**config.mk**
```make
export PLATFORM = sky130hd
export DESIGN_NAME = cp_reg_access_dec
export DESIGN_NICKNAME = d
export VERILOG_FILES = /design/src/rtl/cpa_pkg.sv /design/src/rtl/cpa_field_decode.sv /design/src/rtl/cpa_req_stage.sv /design/src/rtl/cpa_read_return.sv /design/src/rtl/cp_reg_access_dec.sv
export SDC_FILE = /design/constraint.sdc
export NUM_CORES = 1
export LEC_CHECK = 0
export CAP_MARGIN = 15
export CORE_ASPECT_RATIO = 0.6
export CORE_UTILIZATION = 39
export DETAILED_ROUTE_END_ITERATION = 6
export GPL_ROUTABILITY_DRIVEN = 0
export PLACE_DENSITY = 0.94
export SLEW_MARGIN = 20
export SYNTH_ARGS = -nofsm -noshare
export SYNTH_HDL_FRONTEND = slang
export SYNTH_SLANG_ARGS = --single-unit
```
**constraint.sdc**
```tcl
create_clock -name clk_i -period 2.85 [get_ports clk_i]
set_clock_uncertainty 0.2 [all_clocks]
set_input_delay 0.7125 -clock clk_i [delete_from_list [all_inputs] [get_ports clk_i]]
set_output_delay 0.7125 -clock clk_i [all_outputs]
set_load 0.005 [all_outputs]
```
**src/rtl/cpa_pkg.sv**
```systemverilog
package cpa_pkg;
  localparam int CP_W   = 4;
  localparam int OPC_W  = 3;
  localparam int CRN_W  = 4;
  localparam int CRM_W  = 4;
  localparam int MODE_W = 5;
  localparam int IDX_W  = (CRN_W - 1) + OPC_W + CRM_W;
  localparam int NUM_REGS = 1 << IDX_W;

  typedef enum logic [1:0] {
    SRC_NONE = 2'd0,
    SRC_BANK = 2'd1,
    SRC_ZERO = 2'd2,
    SRC_ID   = 2'd3
  } rsrc_e;

  typedef struct packed {
    logic             valid;
    logic             claimed;
    logic             undef;
    logic             unpred;
    logic             bank_rd;
    logic             bank_wr;
    rsrc_e            rsrc;
    logic [IDX_W-1:0] idx;
  } dec_t;

  // trace block 0x000-0x07F, management block 0x300-0x3FF
  function automatic logic [NUM_REGS-1:0] impl_mask_default();
    logic [NUM_REGS-1:0] m;
    for (int i = 0; i < NUM_REGS; i++) begin
      m[i] = (i < 'h080) || (i >= 'h300);
    end
    return m;
  endfunction
endpackage

```
**src/rtl/cpa_field_decode.sv**
```systemverilog
module cpa_field_decode
  import cpa_pkg::*;
#(
  parameter int unsigned         CP_NUM        = 14,
  parameter int unsigned         OPC1_SEL      = 1,
  parameter logic [MODE_W-1:0]   MODE_USER     = 5'b10000,
  parameter logic [IDX_W-1:0]    ID_IDX        = 10'h079,
  parameter logic [IDX_W-1:0]    LOCK_ACC_IDX  = 10'h3EC,
  parameter logic [IDX_W-1:0]    LOCK_STAT_IDX = 10'h3ED,
  parameter logic [NUM_REGS-1:0] IMPL_MASK     = impl_mask_default()
) (
  input  logic              valid_i,
  input  logic [CP_W-1:0]   cp_num_i,
  input  logic [OPC_W-1:0]  opc1_i,
  input  logic [CRN_W-1:0]  crn_i,
  input  logic [CRM_W-1:0]  crm_i,
  input  logic [OPC_W-1:0]  opc2_i,
  input  logic              is_read_i,
  input  logic [MODE_W-1:0] mode_i,
  input  logic              dbg_halt_i,
  output dec_t              dec_o
);
  logic             claimed, priv, reserved, access;
  logic             is_lock, is_id, is_impl, bankable;
  logic [IDX_W-1:0] idx;

  assign idx      = {crn_i[CRN_W-2:0], opc2_i, crm_i};
  assign claimed  = valid_i && (cp_num_i == CP_W'(CP_NUM)) && (opc1_i == OPC_W'(OPC1_SEL));
  assign priv     = (mode_i != MODE_USER) || dbg_halt_i;
  assign reserved = crn_i[CRN_W-1];
  assign access   = claimed && priv && !reserved;

  assign is_lock  = (idx == LOCK_ACC_IDX) || (idx == LOCK_STAT_IDX);
  assign is_id    = (idx == ID_IDX);
  assign is_impl  = IMPL_MASK[idx];
  assign bankable = is_impl && !is_lock && !is_id;

  always_comb begin
    dec_o         = '0;
    dec_o.valid   = valid_i;
    dec_o.claimed = claimed;
    dec_o.undef   = claimed && !priv;
    dec_o.unpred  = claimed && priv && reserved;
    dec_o.idx     = idx;
    dec_o.bank_rd = access && is_read_i && bankable;
    dec_o.bank_wr = access && !is_read_i && bankable;
    dec_o.rsrc    = SRC_NONE;
    if (access && is_read_i) begin
      if (is_lock)       dec_o.rsrc = SRC_ZERO;
      else if (is_id)    dec_o.rsrc = SRC_ID;
      else if (is_impl)  dec_o.rsrc = SRC_BANK;
      else               dec_o.rsrc = SRC_ZERO;
    end
  end
endmodule

```
**src/rtl/cpa_req_stage.sv**
```systemverilog
module cpa_req_stage
  import cpa_pkg::*;
#(
  parameter int DATA_W = 32
) (
  input  logic              clk_i,
  input  logic              rst_ni,
  input  dec_t              dec_i,
  input  logic [DATA_W-1:0] wdata_i,
  output logic              resp_valid_o,
  output logic              handled_o,
  output logic              undef_o,
  output logic              unpred_o,
  output logic              bank_req_o,
  output logic              bank_we_o,
  output logic [IDX_W-1:0]  bank_addr_o,
  output logic [DATA_W-1:0] bank_wdata_o,
  output rsrc_e             rsrc_o,
  output logic [IDX_W-1:0]  idx_o
);
  dec_t              dec_q;
  logic [DATA_W-1:0] wdata_q;

  always_ff @(posedge clk_i or negedge rst_ni) begin
    if (!rst_ni) begin
      dec_q   <= '0;
      wdata_q <= '0;
    end else begin
      dec_q <= dec_i;
      if (dec_i.bank_wr) wdata_q <= wdata_i;
    end
  end

  assign resp_valid_o = dec_q.valid;
  assign handled_o    = dec_q.claimed;
  assign undef_o      = dec_q.undef;
  assign unpred_o     = dec_q.unpred;
  assign bank_req_o   = dec_q.bank_rd || dec_q.bank_wr;
  assign bank_we_o    = dec_q.bank_wr;
  assign bank_addr_o  = bank_req_o ? dec_q.idx : '0;
  assign bank_wdata_o = dec_q.bank_wr ? wdata_q : '0;
  assign rsrc_o       = dec_q.rsrc;
  assign idx_o        = dec_q.idx;

  assert_resp_timing_R9: assert property (@(posedge clk_i) disable iff (!rst_ni)
    dec_i.valid |=> resp_valid_o);
  assert_one_fault_R5: assert property (@(posedge clk_i) disable iff (!rst_ni)
    resp_valid_o |-> !(undef_o && unpred_o));
  assert_fault_no_bank_R3: assert property (@(posedge clk_i) disable iff (!rst_ni)
    (undef_o || unpred_o) |-> (!bank_req_o && rsrc_o == SRC_NONE));
  assert_unclaimed_quiet_R1: assert property (@(posedge clk_i) disable iff (!rst_ni)
    (resp_valid_o && !handled_o) |-> (!undef_o && !unpred_o && !bank_req_o));
endmodule

```
**src/rtl/cpa_read_return.sv**
```systemverilog
module cpa_read_return
  import cpa_pkg::*;
#(
  parameter int                DATA_W        = 32,
  parameter logic [DATA_W-1:0] ID_VALUE      = 32'h4D20_0A31,
  parameter logic [IDX_W-1:0]  LOCK_ACC_IDX  = 10'h3EC,
  parameter logic [IDX_W-1:0]  LOCK_STAT_IDX = 10'h3ED
) (
  input  logic              clk_i,
  input  logic              rst_ni,
  input  rsrc_e             rsrc_i,
  input  logic [IDX_W-1:0]  idx_i,
  input  logic              bank_req_i,
  input  logic              bank_we_i,
  input  logic [DATA_W-1:0] bank_rdata_i,
  output logic              rdata_valid_o,
  output logic [DATA_W-1:0] rdata_o
);
  rsrc_e            rsrc_q;
  logic [IDX_W-1:0] idx_q;

  always_ff @(posedge clk_i or negedge rst_ni) begin
    if (!rst_ni) begin
      rsrc_q <= SRC_NONE;
      idx_q  <= '0;
    end else begin
      rsrc_q <= rsrc_i;
      idx_q  <= idx_i;
    end
  end

  assign rdata_valid_o = (rsrc_q != SRC_NONE);

  always_comb begin
    unique case (rsrc_q)
      SRC_BANK: rdata_o = bank_rdata_i;
      SRC_ID:   rdata_o = ID_VALUE;
      default:  rdata_o = '0;
    endcase
  end

  assert_read_latency_R9: assert property (@(posedge clk_i) disable iff (!rst_ni)
    (bank_req_i && !bank_we_i) |=> rdata_valid_o);
  assert_lock_zero_R7: assert property (@(posedge clk_i) disable iff (!rst_ni)
    (rdata_valid_o && (idx_q == LOCK_ACC_IDX || idx_q == LOCK_STAT_IDX)) |-> (rdata_o == '0));
  assert_id_nonzero_R8: assert property (@(posedge clk_i) disable iff (!rst_ni)
    (rsrc_q == SRC_ID) |-> (rdata_o != '0));
endmodule

```
**src/rtl/cp_reg_access_dec.sv**
```systemverilog
module cp_reg_access_dec
  import cpa_pkg::*;
#(
  parameter int unsigned         DATA_W        = 32,
  parameter int unsigned         CP_NUM        = 14,
  parameter int unsigned         OPC1_SEL      = 1,
  parameter logic [MODE_W-1:0]   MODE_USER     = 5'b10000,
  parameter logic [IDX_W-1:0]    ID_IDX        = 10'h079,
  parameter logic [DATA_W-1:0]   ID_VALUE      = 32'h4D20_0A31,
  parameter logic [IDX_W-1:0]    LOCK_ACC_IDX  = 10'h3EC,
  parameter logic [IDX_W-1:0]    LOCK_STAT_IDX = 10'h3ED,
  parameter logic [NUM_REGS-1:0] IMPL_MASK     = impl_mask_default()
) (
  input  logic              clk_i,
  input  logic              rst_ni,
  input  logic              instr_valid_i,
  input  logic [3:0]        cp_num_i,
  input  logic [2:0]        opc1_i,
  input  logic [3:0]        crn_i,
  input  logic [3:0]        crm_i,
  input  logic [2:0]        opc2_i,
  input  logic              is_read_i,
  input  logic [4:0]        mode_i,
  input  logic              dbg_halt_i,
  input  logic [DATA_W-1:0] wdata_i,
  output logic              resp_valid_o,
  output logic              handled_o,
  output logic              undef_o,
  output logic              unpred_o,
  output logic              bank_req_o,
  output logic              bank_we_o,
  output logic [9:0]        bank_addr_o,
  output logic [DATA_W-1:0] bank_wdata_o,
  input  logic [DATA_W-1:0] bank_rdata_i,
  output logic              rdata_valid_o,
  output logic [DATA_W-1:0] rdata_o
);
  dec_t             dec;
  rsrc_e            rsrc_s1;
  logic [IDX_W-1:0] idx_s1;

  cpa_field_decode #(
    .CP_NUM(CP_NUM), .OPC1_SEL(OPC1_SEL), .MODE_USER(MODE_USER), .ID_IDX(ID_IDX),
    .LOCK_ACC_IDX(LOCK_ACC_IDX), .LOCK_STAT_IDX(LOCK_STAT_IDX), .IMPL_MASK(IMPL_MASK)
  ) u_decode (
    .valid_i(instr_valid_i), .cp_num_i(cp_num_i), .opc1_i(opc1_i), .crn_i(crn_i),
    .crm_i(crm_i), .opc2_i(opc2_i), .is_read_i(is_read_i), .mode_i(mode_i),
    .dbg_halt_i(dbg_halt_i), .dec_o(dec)
  );

  cpa_req_stage #(.DATA_W(DATA_W)) u_req (
    .clk_i(clk_i), .rst_ni(rst_ni), .dec_i(dec), .wdata_i(wdata_i),
    .resp_valid_o(resp_valid_o), .handled_o(handled_o), .undef_o(undef_o),
    .unpred_o(unpred_o), .bank_req_o(bank_req_o), .bank_we_o(bank_we_o),
    .bank_addr_o(bank_addr_o), .bank_wdata_o(bank_wdata_o),
    .rsrc_o(rsrc_s1), .idx_o(idx_s1)
  );

  cpa_read_return #(
    .DATA_W(DATA_W), .ID_VALUE(ID_VALUE),
    .LOCK_ACC_IDX(LOCK_ACC_IDX), .LOCK_STAT_IDX(LOCK_STAT_IDX)
  ) u_ret (
    .clk_i(clk_i), .rst_ni(rst_ni), .rsrc_i(rsrc_s1), .idx_i(idx_s1),
    .bank_req_i(bank_req_o), .bank_we_i(bank_we_o), .bank_rdata_i(bank_rdata_i),
    .rdata_valid_o(rdata_valid_o), .rdata_o(rdata_o)
  );

  assert_index_map_R2: assert property (@(posedge clk_i) disable iff (!rst_ni)
    (instr_valid_i && cp_num_i == 4'd14 && opc1_i == 3'd1 && !crn_i[3] &&
     (mode_i != MODE_USER || dbg_halt_i)) |=>
    (!bank_req_o || bank_addr_o == $past({crn_i[2:0], opc2_i, crm_i})));
  assert_write_data_R10: assert property (@(posedge clk_i) disable iff (!rst_ni)
    (bank_req_o && bank_we_o) |-> (bank_wdata_o == $past(wdata_i)));
endmodule

```
==> results by group <==
Synthesis
  – Synth area leader: dfrtp_1
  – Cell Area, Synth: 2550 sq um
  – Yosys top cell area share: 0.509
  – Syn Nets: 290
  – Seq/Total Area, Yosys: 0.509
  – Area contributors post-synth: dfrtp_1 51%, mux2_4 18%, and2_1 13%
  – Post-synthesis register bit count: 52
  – Yosys warnings: 0
  – Netlist cell types: 24
  – Syn avg cell area: 12.9 sq um
  – Synth Instances: 198

Clocking
  – Clk sinks: 52
  – Root Buffer: clkbuf_8
  – Total CTS buffers: 5
  – H-tree Lvls: 2
  – Reg clk slew, reported paths: 0.08 ns
  – Buffers from clock root to sink, at most: 2
  – CTS tree: yes
  – Clk_lat worst skew: 0.29 ns

Final layout
  – Final nets: 467
  – Area grow syn2layout: 75.0%
  – Share of cells above drive strength 1: 0.147
  – Fin util: 0.719
  – Final Non-Filler Cells: 459
  – Antenna Cells: 0
  – Design Area, Final: 4470 sq um

STA
  – Setup_tns: 0 ns
  – Hold WS: 0.168 ns
  – FMAX: 367 MHz
  – Worst-Margin Slew: 0.589 ns
  – # setup viols final: 0
  – Period utilization: 0.956
  – Relative slew slack: 0.607
  – RSZ-0062 raised after global routing: no
  – Pins over their slew limit: 0
  – Final Hold Viols: 0
  – Post-route minimum period: 2.73 ns

Routing
  – Top Layer Used: met4
  – Length of routed met2 wiring: 3450 microns
  – Avg Vias per Cell: 4.56
  – Initial DRC Count: 81
  – DR vias: 2092
  – WL final: 6960 microns
  – Detailed Routing Iterations Pass 1: 4
  – Drt wl/cell: 15.2 microns
  – DR WL met3: 519 microns
  – Antenna viol nets, final: 0
  – Met1 Routed Length: 2920 microns
  – Post-route DRC: 0

Worst setup path
  – R2R depth: 1
  – Setup crit end kind: output pin
  – Reg2Reg Setup Slack: 1.88 ns
  – Worst EP arrival: 1.81 ns
  – Worst Path Class, Setup: in -> out
  – Worst setup startpoint: bank_rdata_i[30]
  – Startpoint types: input pin
  – FF-to-FF End: u_req.wdata_q[10]$_DFFE_PN0P_
  – Critical R2R Launch: u_req.wdata_q[10]$_DFFE_PN0P_
  – Crit-path max FO: 1
  – Critical Path RT: 1.94 ns

Power and ir drop
  – Switching power: 263 uW
  – Peak VDD IR: 0.223 mV
  – Pwr dens: 293 nW/um^2
  – Switching Share: 0.201
  – Int Pwr: 1050 uW
  – Reg power frac: 0.576
  – Leak pwr: 0.00201 uW
  – Clock network fraction of design power: 0.290
  – Combinational share of power: 0.133

Status
  – Run status: finished, final reports clean

Floorplan
  – Chip width: 106 microns
  – Die area: 6890 sq um
  – Die height: 64.7 microns
  – FP Rows: 22
  – Core area: 6220 sq um
  – Ports: 173
  – Initial Utilization: 0.411

Placed design
  – I/O Buffers: 172
  – Post-DP Area: 4390 sq um
  – Hpwl dp: 5520 microns
  – DP Cell Count: 452

Global route
  – Largest net degree at the start of global routing: 34
  – First-pass GRT wire length: 11000 microns
  – Grt total ovfl: 0
  – Global Route Usage Sum: 0.209
  – Vias in the first global route: 2140
  – Antenna violations before repair: 0

Min path
  – Hold depth: 0
  – HP Start: u_req.rsrc_o[1]$_DFF_PN0_
  – Hold EP: u_ret.rsrc_q[1]$_DFF_PN0_
  – HP Class: reg -> reg

Job
  – Max_cap viols: 0
cells by family (layout without fill, tap and decap cells):
group           after synthesis  after routing  synth area share
buf+inv                      14            191            0.0397
simple gates                 86             86             0.212
compound gates               14             14            0.0544
mux                          32             32             0.185
flops                        52             52             0.509
cells in the mapped netlist:
library cell,number
o31a_2,1
o311a_4,1
or2_2,1
nand4b_1,2
buf_12,3
nand3_1,1
nor3_1,3
nor2_1,5
o2111ai_4,1
o21a_1,10
nand4b_4,1
dfrtp_1,52
clkbuf_1,8
mux2_4,30
and2_1,54
mux2_2,2
nor2b_1,11
nand4bb_1,1
nand2_1,3
and3_1,1
nor4_1,2
a31oi_1,1
nor2_2,1
inv_1,3
flip-flops by register name, indices dropped and copies added (netlist names):
register	cells
u_req.unpred_o	1
u_req.resp_valid_o	1
u_ret.rsrc_q	2
u_req.dec_q	1
u_req.bank_we_o	1
u_req.idx_o	10
u_req.wdata_q	32
u_req.rsrc_o	2
u_req.handled_o	1
u_req.undef_o	1
routing by layer:
layer  vias up  GRT usage
met3         6     0.0724
met2        86      0.364
met4         0     0.0428
met1       993      0.252
met5         -          0
li1       1007          -
cell usage in the layout, fill, tap and decap left out, types with 5 or more instances in the layout:
| cell | n |
|---|---|
| nor2b_1 | 11 |
| mux2_4 | 30 |
| and2_1 | 54 |
| clkdlybuf4s50_1 | 171 |
| o21a_1 | 10 |
| clkbuf_8 | 5 |
| buf_4 | 6 |
| nor2_1 | 5 |
| dfrtp_1 | 51 |
worst max-delay path, stage by stage:
cell	delay, ns
clkdlybuf4s50_1	0.46
o21a_1	0.13
clkdlybuf4s50_1	0.51
layout make-up:
type	instances	area, sq um
Fill cell	442	1750
Inverter	3	11.3
Clock inverter	1	5.00
Sequential cell	52	1300
Tap cell	84	105
Multi-Input combinational cell	132	1150
Clock buffer	6	72.6
Timing Repair Buffer	181	1820
power by group through the flow:
stage | sequential [uW] | clock (uW) | combinational (uW)
3_5_place_dp | 769 | 0 | 177
6_report | 754 | 380 | 175
3_3_place_gp | 769 | 0 | 172
4_1_cts | 754 | 396 | 177
5_1_grt | 756 | 434 | 187
2_1_floorplan | 768 | 0 | 21.9
through the flow:
stage | total power (uW) | setup slack (ns)
floorplan | 790 | 0.461
global placement | 941 | -0.0341
detailed placement | 946 | -0.109
CTS | 1330 | 0.0539
global route | 1380 | 0.0209
finish | 1310 | 0.124
what timing repair did:
action / 4_1_cts / 5_1_grt
buffers inserted: 0 / 0
hold buffers: 0 / 0
setup endpoints to repair: 0 / 22
gates resized for setup: 0 / 1
how the worst max path moves through the flow:
stage,to,slack [ns],depth (start not counted)
after floorplan,u_req.wdata_q[0]$_DFFE_PN0P_,0.46,5
after detailed placement,u_req.wdata_q[4]$_DFFE_PN0P_,-0.11,6
final,rdata_o[30],0.12,3
after global placement,u_req.wdata_q[4]$_DFFE_PN0P_,-0.03,6
after global routing,rdata_o[8],0.02,4
after CTS,rdata_o[2],0.05,4
No activity file was read; power rests on OpenSTA's default activity.
